File: src/rtl/rp_pkg.sv
package rp_pkg;
  typedef enum logic [1:0] {
    ST_IDLE  = 2'd0,
    ST_KIDS  = 2'd1,
    ST_FAULT = 2'd2
  } rp_state_e;

  function automatic int imax(input int a, input int b);
    return (a > b) ? a : b;
  endfunction
endpackage

File: src/rtl/rp_ctrl.sv
module rp_ctrl
  import rp_pkg::*;
#(
  parameter int SYM_W = 3,
  parameter int CNT_W = 3,
  parameter int ID_W  = 5,
  parameter int FLD_W = 6,
  parameter int LEN_W = 3
) (
  input  logic             clk_i,
  input  logic             rst_ni,
  input  logic             start_i,
  input  logic [SYM_W-1:0] sym_i,
  input  logic [CNT_W-1:0] count_i,
  input  logic             child_valid_i,
  input  logic             child_tag_i,
  input  logic [ID_W-1:0]  child_id_i,
  input  logic             flush_i,
  input  logic             ovf_i,
  output logic             push_o,
  output logic [FLD_W-1:0] fval_o,
  output logic [LEN_W-1:0] flen_o,
  output logic             flush_o,
  output logic             ready_o,
  output logic             fault_o,
  output logic [ID_W-1:0]  rec_idx_o
);
  localparam int HDR_W  = SYM_W + CNT_W;
  localparam int SLOT_W = ID_W + 1;

  rp_state_e        state_q, state_d;
  logic [CNT_W-1:0] left_q, left_d;
  logic [ID_W-1:0]  rec_q, rec_d;

  always_comb begin
    state_d = state_q;
    left_d  = left_q;
    rec_d   = rec_q;
    push_o  = 1'b0;
    fval_o  = '0;
    flen_o  = '0;
    unique case (state_q)
      ST_IDLE: begin
        if (start_i) begin
          push_o = 1'b1;
          fval_o = FLD_W'({count_i, sym_i});
          flen_o = LEN_W'(HDR_W);
          if (count_i == '0) begin
            rec_d = rec_q + 1'b1;
          end else begin
            state_d = ST_KIDS;
            left_d  = count_i;
          end
        end
      end
      ST_KIDS: begin
        if (child_valid_i) begin
          push_o = 1'b1;
          fval_o = FLD_W'({child_id_i, child_tag_i});  // tag enters stream first
          flen_o = LEN_W'(SLOT_W);
          left_d = left_q - 1'b1;
          if (left_q == CNT_W'(1)) begin
            state_d = ST_IDLE;
            rec_d   = rec_q + 1'b1;
          end
        end
      end
      default: ;
    endcase
    if (ovf_i) state_d = ST_FAULT;
  end

  assign flush_o   = flush_i && (state_q == ST_IDLE) && !start_i;
  assign ready_o   = (state_q == ST_IDLE);
  assign fault_o   = (state_q == ST_FAULT);
  assign rec_idx_o = ready_o ? rec_q : '0;

  always_ff @(posedge clk_i or negedge rst_ni) begin
    if (!rst_ni) begin
      state_q <= ST_IDLE;
      left_q  <= '0;
      rec_q   <= '0;
    end else begin
      state_q <= state_d;
      left_q  <= left_d;
      rec_q   <= rec_d;
    end
  end
endmodule

File: src/rtl/rp_accum.sv
module rp_accum #(
  parameter int WORD_W = 8,
  parameter int FLD_W  = 6,
  parameter int LEN_W  = 3,
  parameter int DEPTH  = 64,
  parameter int ADDR_W = 6
) (
  input  logic              clk_i,
  input  logic              rst_ni,
  input  logic              push_i,
  input  logic [FLD_W-1:0]  fval_i,
  input  logic [LEN_W-1:0]  flen_i,
  input  logic              flush_i,
  output logic              ovf_o,
  output logic              we_o,
  output logic [ADDR_W-1:0] addr_o,
  output logic [WORD_W-1:0] wdata_o
);
  localparam int ACC_W  = WORD_W + FLD_W;
  localparam int FILL_W = $clog2(ACC_W + 1);

  logic [ACC_W-1:0]  acc_q, acc_d, merged;
  logic [FILL_W-1:0] fill_q, fill_d, sum;
  logic [ADDR_W:0]   waddr_q;
  logic [WORD_W-1:0] wdata_d;
  logic              need_wr;

  assign merged = acc_q | (ACC_W'(fval_i) << fill_q);
  assign sum    = fill_q + FILL_W'(flen_i);

  always_comb begin
    need_wr = 1'b0;
    wdata_d = acc_q[WORD_W-1:0];
    acc_d   = acc_q;
    fill_d  = fill_q;
    if (push_i) begin
      if (sum >= FILL_W'(WORD_W)) begin
        need_wr = 1'b1;
        wdata_d = merged[WORD_W-1:0];
        acc_d   = merged >> WORD_W;
        fill_d  = sum - FILL_W'(WORD_W);
      end else begin
        acc_d  = merged;
        fill_d = sum;
      end
    end else if (flush_i && fill_q != '0) begin
      need_wr = 1'b1;  // upper bits of acc_q are already zero
      acc_d   = '0;
      fill_d  = '0;
    end
  end

  assign ovf_o = need_wr && (waddr_q == (ADDR_W+1)'(DEPTH));

  always_ff @(posedge clk_i or negedge rst_ni) begin
    if (!rst_ni) begin
      acc_q   <= '0;
      fill_q  <= '0;
      waddr_q <= '0;
      we_o    <= 1'b0;
      addr_o  <= '0;
      wdata_o <= '0;
    end else begin
      we_o <= need_wr && !ovf_o;
      if (!ovf_o) begin
        acc_q  <= acc_d;
        fill_q <= fill_d;
      end
      if (need_wr && !ovf_o) begin
        addr_o  <= waddr_q[ADDR_W-1:0];
        wdata_o <= wdata_d;
        waddr_q <= waddr_q + 1'b1;
      end
    end
  end
endmodule

File: src/rtl/parse_record_packer.sv
module parse_record_packer
  import rp_pkg::*;
#(
  parameter int NUM_NT  = 8,
  parameter int MAX_RHS = 4,
  parameter int NUM_T   = 16,
  parameter int MAX_REC = 32,
  parameter int WORD_W  = 8,
  parameter int DEPTH   = 64,
  localparam int SYM_W  = $clog2(NUM_NT),
  localparam int CNT_W  = $clog2(MAX_RHS + 1),
  localparam int ID_W   = $clog2(imax(MAX_REC, NUM_T)),
  localparam int ADDR_W = $clog2(DEPTH)
) (
  input  logic              clk_i,
  input  logic              rst_ni,
  input  logic              start_i,
  input  logic [SYM_W-1:0]  sym_i,
  input  logic [CNT_W-1:0]  count_i,
  input  logic              child_valid_i,
  input  logic              child_tag_i,
  input  logic [ID_W-1:0]   child_id_i,
  input  logic              flush_i,
  output logic              ready_o,
  output logic              fault_o,
  output logic [ID_W-1:0]   rec_idx_o,
  output logic              mem_we_o,
  output logic [ADDR_W-1:0] mem_addr_o,
  output logic [WORD_W-1:0] mem_wdata_o
);
  // a field must fit in one word so each push emits at most one word
  localparam int FLD_W = imax(SYM_W + CNT_W, ID_W + 1);
  localparam int LEN_W = $clog2(FLD_W + 1);

  logic             push, flush_g, ovf;
  logic [FLD_W-1:0] fval;
  logic [LEN_W-1:0] flen;

  rp_ctrl #(
    .SYM_W(SYM_W), .CNT_W(CNT_W), .ID_W(ID_W), .FLD_W(FLD_W), .LEN_W(LEN_W)
  ) u_ctrl (
    .clk_i, .rst_ni, .start_i, .sym_i, .count_i,
    .child_valid_i, .child_tag_i, .child_id_i, .flush_i,
    .ovf_i(ovf), .push_o(push), .fval_o(fval), .flen_o(flen),
    .flush_o(flush_g), .ready_o, .fault_o, .rec_idx_o
  );

  rp_accum #(
    .WORD_W(WORD_W), .FLD_W(FLD_W), .LEN_W(LEN_W), .DEPTH(DEPTH), .ADDR_W(ADDR_W)
  ) u_accum (
    .clk_i, .rst_ni, .push_i(push), .fval_i(fval), .flen_i(flen),
    .flush_i(flush_g), .ovf_o(ovf), .we_o(mem_we_o), .addr_o(mem_addr_o),
    .wdata_o(mem_wdata_o)
  );
endmodule

File: config.mk
export PLATFORM = sky130hd
export DESIGN_NAME = parse_record_packer
export DESIGN_NICKNAME = d
export VERILOG_FILES = /design/src/rtl/rp_pkg.sv /design/src/rtl/rp_ctrl.sv /design/src/rtl/rp_accum.sv /design/src/rtl/parse_record_packer.sv
export SDC_FILE = /design/constraint.sdc
export NUM_CORES = 1
export LEC_CHECK = 0
export BUFFER_PORTS_ARGS = -buffer_cell sky130_fd_sc_hd__buf_4
export CAP_MARGIN = 20
export CORE_ASPECT_RATIO = 0.8
export CORE_MARGIN = 4
export CORE_UTILIZATION = 55
export CTS_BUF_LIST = sky130_fd_sc_hd__clkbuf_8
export DETAILED_ROUTE_END_ITERATION = 6
export PLACE_DENSITY = 0.77
export SYNTH_ARGS = -nofsm -noshare
export SYNTH_HDL_FRONTEND = slang
export SYNTH_SLANG_ARGS = --single-unit
export TNS_END_PERCENT = 30
File: constraint.sdc
create_clock -name clk_i -period 4.6 [get_ports clk_i]
set_input_delay 0.69 -clock clk_i [delete_from_list [all_inputs] [get_ports clk_i]]
set_output_delay 0.69 -clock clk_i [all_outputs]
set_load 0.02 [all_outputs]
==> results <==
- The end-of-flow core utilization is 0.655.
- Setup repair after global routing left no endpoint under its margin.
- The maximum cell stage delay along the critical path is 0.70 ns.
- The global-route wire length before repair is 11.0 mm.
- The worst path needs 3.96 ns of the cycle, external delays included.
- Of the post-synthesis cell area, the dominant cell type holds 0.424.
- The count of final max-slew check failures is 0.
- The area of all placed cells without fillers is between 3000 and 4000 µm².
- The commonest cells after synthesis are dfrtp_1 (49), nand2_1 (47), o21ai_0 (23), nor2_1 (19), a21oi_1 (16).
- The endpoint of the lowest-slack register-to-register path is u_accum.acc_q[7].
- The initial utilization of the core area, before any placement, comes to 0.574.
- The root buffer selected by CTS is clkbuf_8.
- IR analysis of the VDD net gives a maximum drop of 0.000280 V.
- The pin count of the biggest net entering global routing is 50.
- Of all nets on the critical path, the largest fanout is 29.
- For this design, the CTS-stage hold fixing added 0 buffers.
- The overall fraction of global-route tracks in use is 0.220.
- The worst path required time is 4.80 ns.
- Summing every instance area after synthesis gives a little under 3000 µm².
- After synthesis, the mean cell area works out to 9.18 µm².
- The synthesized netlist contains 54 unique library cells.
- The number of buffers added for setup after CTS is 0.
- 0 antenna diodes ended up in the layout.
- The number of enable flip-flop cells after synthesis is 0.
- The critical path class is reg -> reg.
- The number of levels in the clock H-tree is 2.
- The number of hold-slack violations in the final timing report was 0.
- The post-synthesis cell type with the largest combined area is dfrtp_1.
- The number of global-route vias before repair is between 2000 and 2500.
- The die height is around 73 µm.
- The worst setup skew after layout is 0.0164 ns.
- The share of layout cells above drive strength 1 is 0.193.
- The number of clock buffers inserted by TritonCTS is 5.
- The final global-route overflow total is 0.
- After detailed routing, the met2 layer carries 2.85 mm of wire.
- After detailed routing, the total wire length is between 6 and 7 mm.
- TritonCTS built the clock tree.
- The average via count per standard cell is 5.84.
- From synthesis to final layout, the design area changed by 14.0%.
- The synthesized instance count is between 300 and 400.
- The total power is 1800 µW.
- For this design the ratio of total power to cell area is 546 nW/µm².
- The clock edge transition at the registers on the reported setup and hold paths is 0.10 ns.
- The worst setup path is captured at a flop.
- The first-pass iteration count of the detailed router is 4.
- The clock drives 49 sinks.
- The quantity of I/O buffers inserted on ports is 38.
- The worst pin sits at a relative slew slack of 0.484.
- Dividing the detail-routed wire length by the instance count gives 16.2 µm.
- The final period utilization is 0.862.
- The total number of nets in the final design is 371.
- The count of buffering cells on the critical path with inverters included is 3.
- The startpoint type of the worst setup path is a flop.
- The dominant delay contributor by cell family on the critical path is flip-flops.
- The number of flip-flops and latches in the synthesized netlist is 49.
- The source-to-sink clock delay at the later pin of the worst-skew pair is around 0.3 ns.
- The uppermost metal layer occupied by signal nets is met4.
- The total number of vias is 2388.
- Setup slack on the worst reg-to-reg path comes out at 0.64 ns.
- The routability-driven placement congestion ratio is 0.925.
- Measured along the x axis, the die boundary spans 89.1 µm.
- In this run the count of I/O pins placed on the die edge is 39.
- The measured slew at the worst slew-check pin is 0.768 ns.
- The static power due to leakage is 0.00150 µW.
- The most numerous cell type found on the critical path is inv_1.
- The detail route stage leaves a number of antenna-violating nets equal to 0.
- The die covers ~6500 µm².
- The number of nets handed over by synthesis was 340.
- Among all cell types in the netlist, the one instantiated most often is dfrtp_1.
- The maximum count of clock buffers along a single path is 2.
- The region available for standard cell placement spans 5040 µm².
- The Yosys step of the flow raised 0 warnings.
- The setup violation total in the final timing report is 0.
- The number of DRC violations after detailed-routing iteration 0 is ~220.
- In this run, post-CTS repair resized a total of 0 instances.
- The max-cap violation count is 0.
- Walking the worst path, the cells encountered are mux2i_1 > or2_2 > inv_1 > ha_1 > inv_1 > fa_1 > xor2_1 > nor3_2 > o21ai_2 > buf_4 > nand2_1 > o31ai_1.
- The data arrival time of the critical path is 4.16 ns.
- In the post-route analysis, the smallest setup slack over all paths is 0.635 ns.
- The DRC violation count after routing is 0.
- The most instantiated flip-flop cell in the synthesis netlist is dfrtp_1.
- The sequential cell area fraction in the yosys report is 0.424.
- Derived from the worst setup path, the maximum achievable clock frequency is 0.252 GHz.
- The detailed route wirelength on metal3 is 473 µm.
- The setup slack after placement is approximately 0.66 ns.
- For the worst flop-to-flop path, the logic depth is 12.
- The number of antenna violations at the first check in global routing came to 0.
- The accumulated negative setup slack is 0 ns.
- The run finished with clean final reports.
- In this run the critical register-to-register path is launched from u_ctrl.state_q[0].
- The async set or reset register ratio after synthesis is 1.00.
- Once placement finished, the instance area stood at between 3000 and 4000 µm².
- In the final routing, the length of wire on met1 measures approximately 3.2 mm.
- The worst hold path belongs to the class in -> async.
- The final HPWL from detailed placement is 4.97 mm.
- Yosys attributes the largest share of cell area to dfrtp_1 (42%), nand2_1 (6.1%), o21ai_0 (4.0%).
- The initialized floorplan defines 23 standard-cell rows.
- The critical path's slowest cell is dfrtp_1.
## cell families (layout without fill, tap and decap cells)
kind of cell	count (synthesis)	count (layout)	share of synthesized area
XOR/XNOR	11	11	0.0333
AND/OR/NAND/NOR	128	128	0.223
adder cells (fa/ha/maj)	8	8	0.0372
multiplexers	8	8	0.0458
buffers and inverters	33	65	0.0545
AO/OA/AOI/OAI	78	78	0.182
flip-flops	49	49	0.424
## registers in the layout, indices dropped and copies added (netlist names)
register / flops
u_accum.acc_q: 14
u_accum.wdata_o: 8
u_accum.fill_q: 3
u_ctrl.rec_q: 5
u_ctrl.state_q: 2
u_accum.we_o: 1
u_accum.waddr_q: 7
u_ctrl.left_q: 3
u_accum.addr_o: 6
## worst max-delay path by stage
stage                            startpoint                 end  slack [ns]  depth (start not counted)
final                     u_ctrl.state_q[0]    u_accum.acc_q[7]        0.64                         12
after global routing      u_ctrl.state_q[0]    u_accum.acc_q[7]        0.35                         12
after CTS                 u_ctrl.state_q[0]    u_accum.acc_q[7]        0.72                         12
after detailed placement            start_i  u_accum.waddr_q[5]        0.66                         13
after global placement              start_i    u_accum.acc_q[4]        0.78                         12
after floorplan               child_valid_i   u_accum.fill_q[1]        1.29                         12
## cells in the final DEF (no fill, tap or decap), drive strengths merged, types with 2 or more instances in the layout
| cell type | n |
|---|---|
| dfrtp | 49 |
| nand2 | 48 |
| buf | 42 |
| o21ai | 25 |
| nor2 | 19 |
| a21oi | 16 |
| inv | 16 |
| and2 | 15 |
| nor3 | 11 |
| nand3 | 9 |
| nand2b | 7 |
| ha | 7 |
| a211oi | 6 |
| xnor2 | 6 |
| o21a | 6 |
| xor2 | 5 |
| clkbuf | 5 |
| or2 | 5 |
| mux4 | 4 |
| a31oi | 4 |
| or3 | 3 |
| o32ai | 3 |
| a221oi | 3 |
| a41oi | 3 |
| mux2i | 2 |
| nor2b | 2 |
| nand3b | 2 |
| nand4 | 2 |
| mux2 | 2 |
| o31ai | 2 |
| nor3b | 2 |
| a311oi | 2 |
## per-layer routing
metal | track usage | vias to the layer above
li1 | - | 1165
met1 | 0.340 | 1130
met2 | 0.316 | 83
met3 | 0.0440 | 10
met4 | 0.0512 | 0
met5 | 0 | -
## power by group
group	internal, µW	total [µW]	switching (µW)
Sequential	593	738	145
Combinational	323	750	427
Clock	163	312	149
## layout make-up
class / instances / area [µm²]
well taps: 62 / 77.6
multi-input cells: 233 / 1510
clock buffers: 5 / 68.8
fillers: 411 / 1740
inverters: 15 / 56.3
clock inverters: 3 / 43.8
repair buffers: 42 / 315
flip-flops and latches: 49 / 1230
## metrics by stage
stage,instances,hold slack [ns]
6_report,409,0.377
5_1_grt,409,0.428
4_1_cts,409,0.409
3_5_place_dp,401,0.468
3_3_place_gp,401,0.458
2_1_floorplan,315,0.394
No activity file was read; power rests on OpenSTA's default activity.
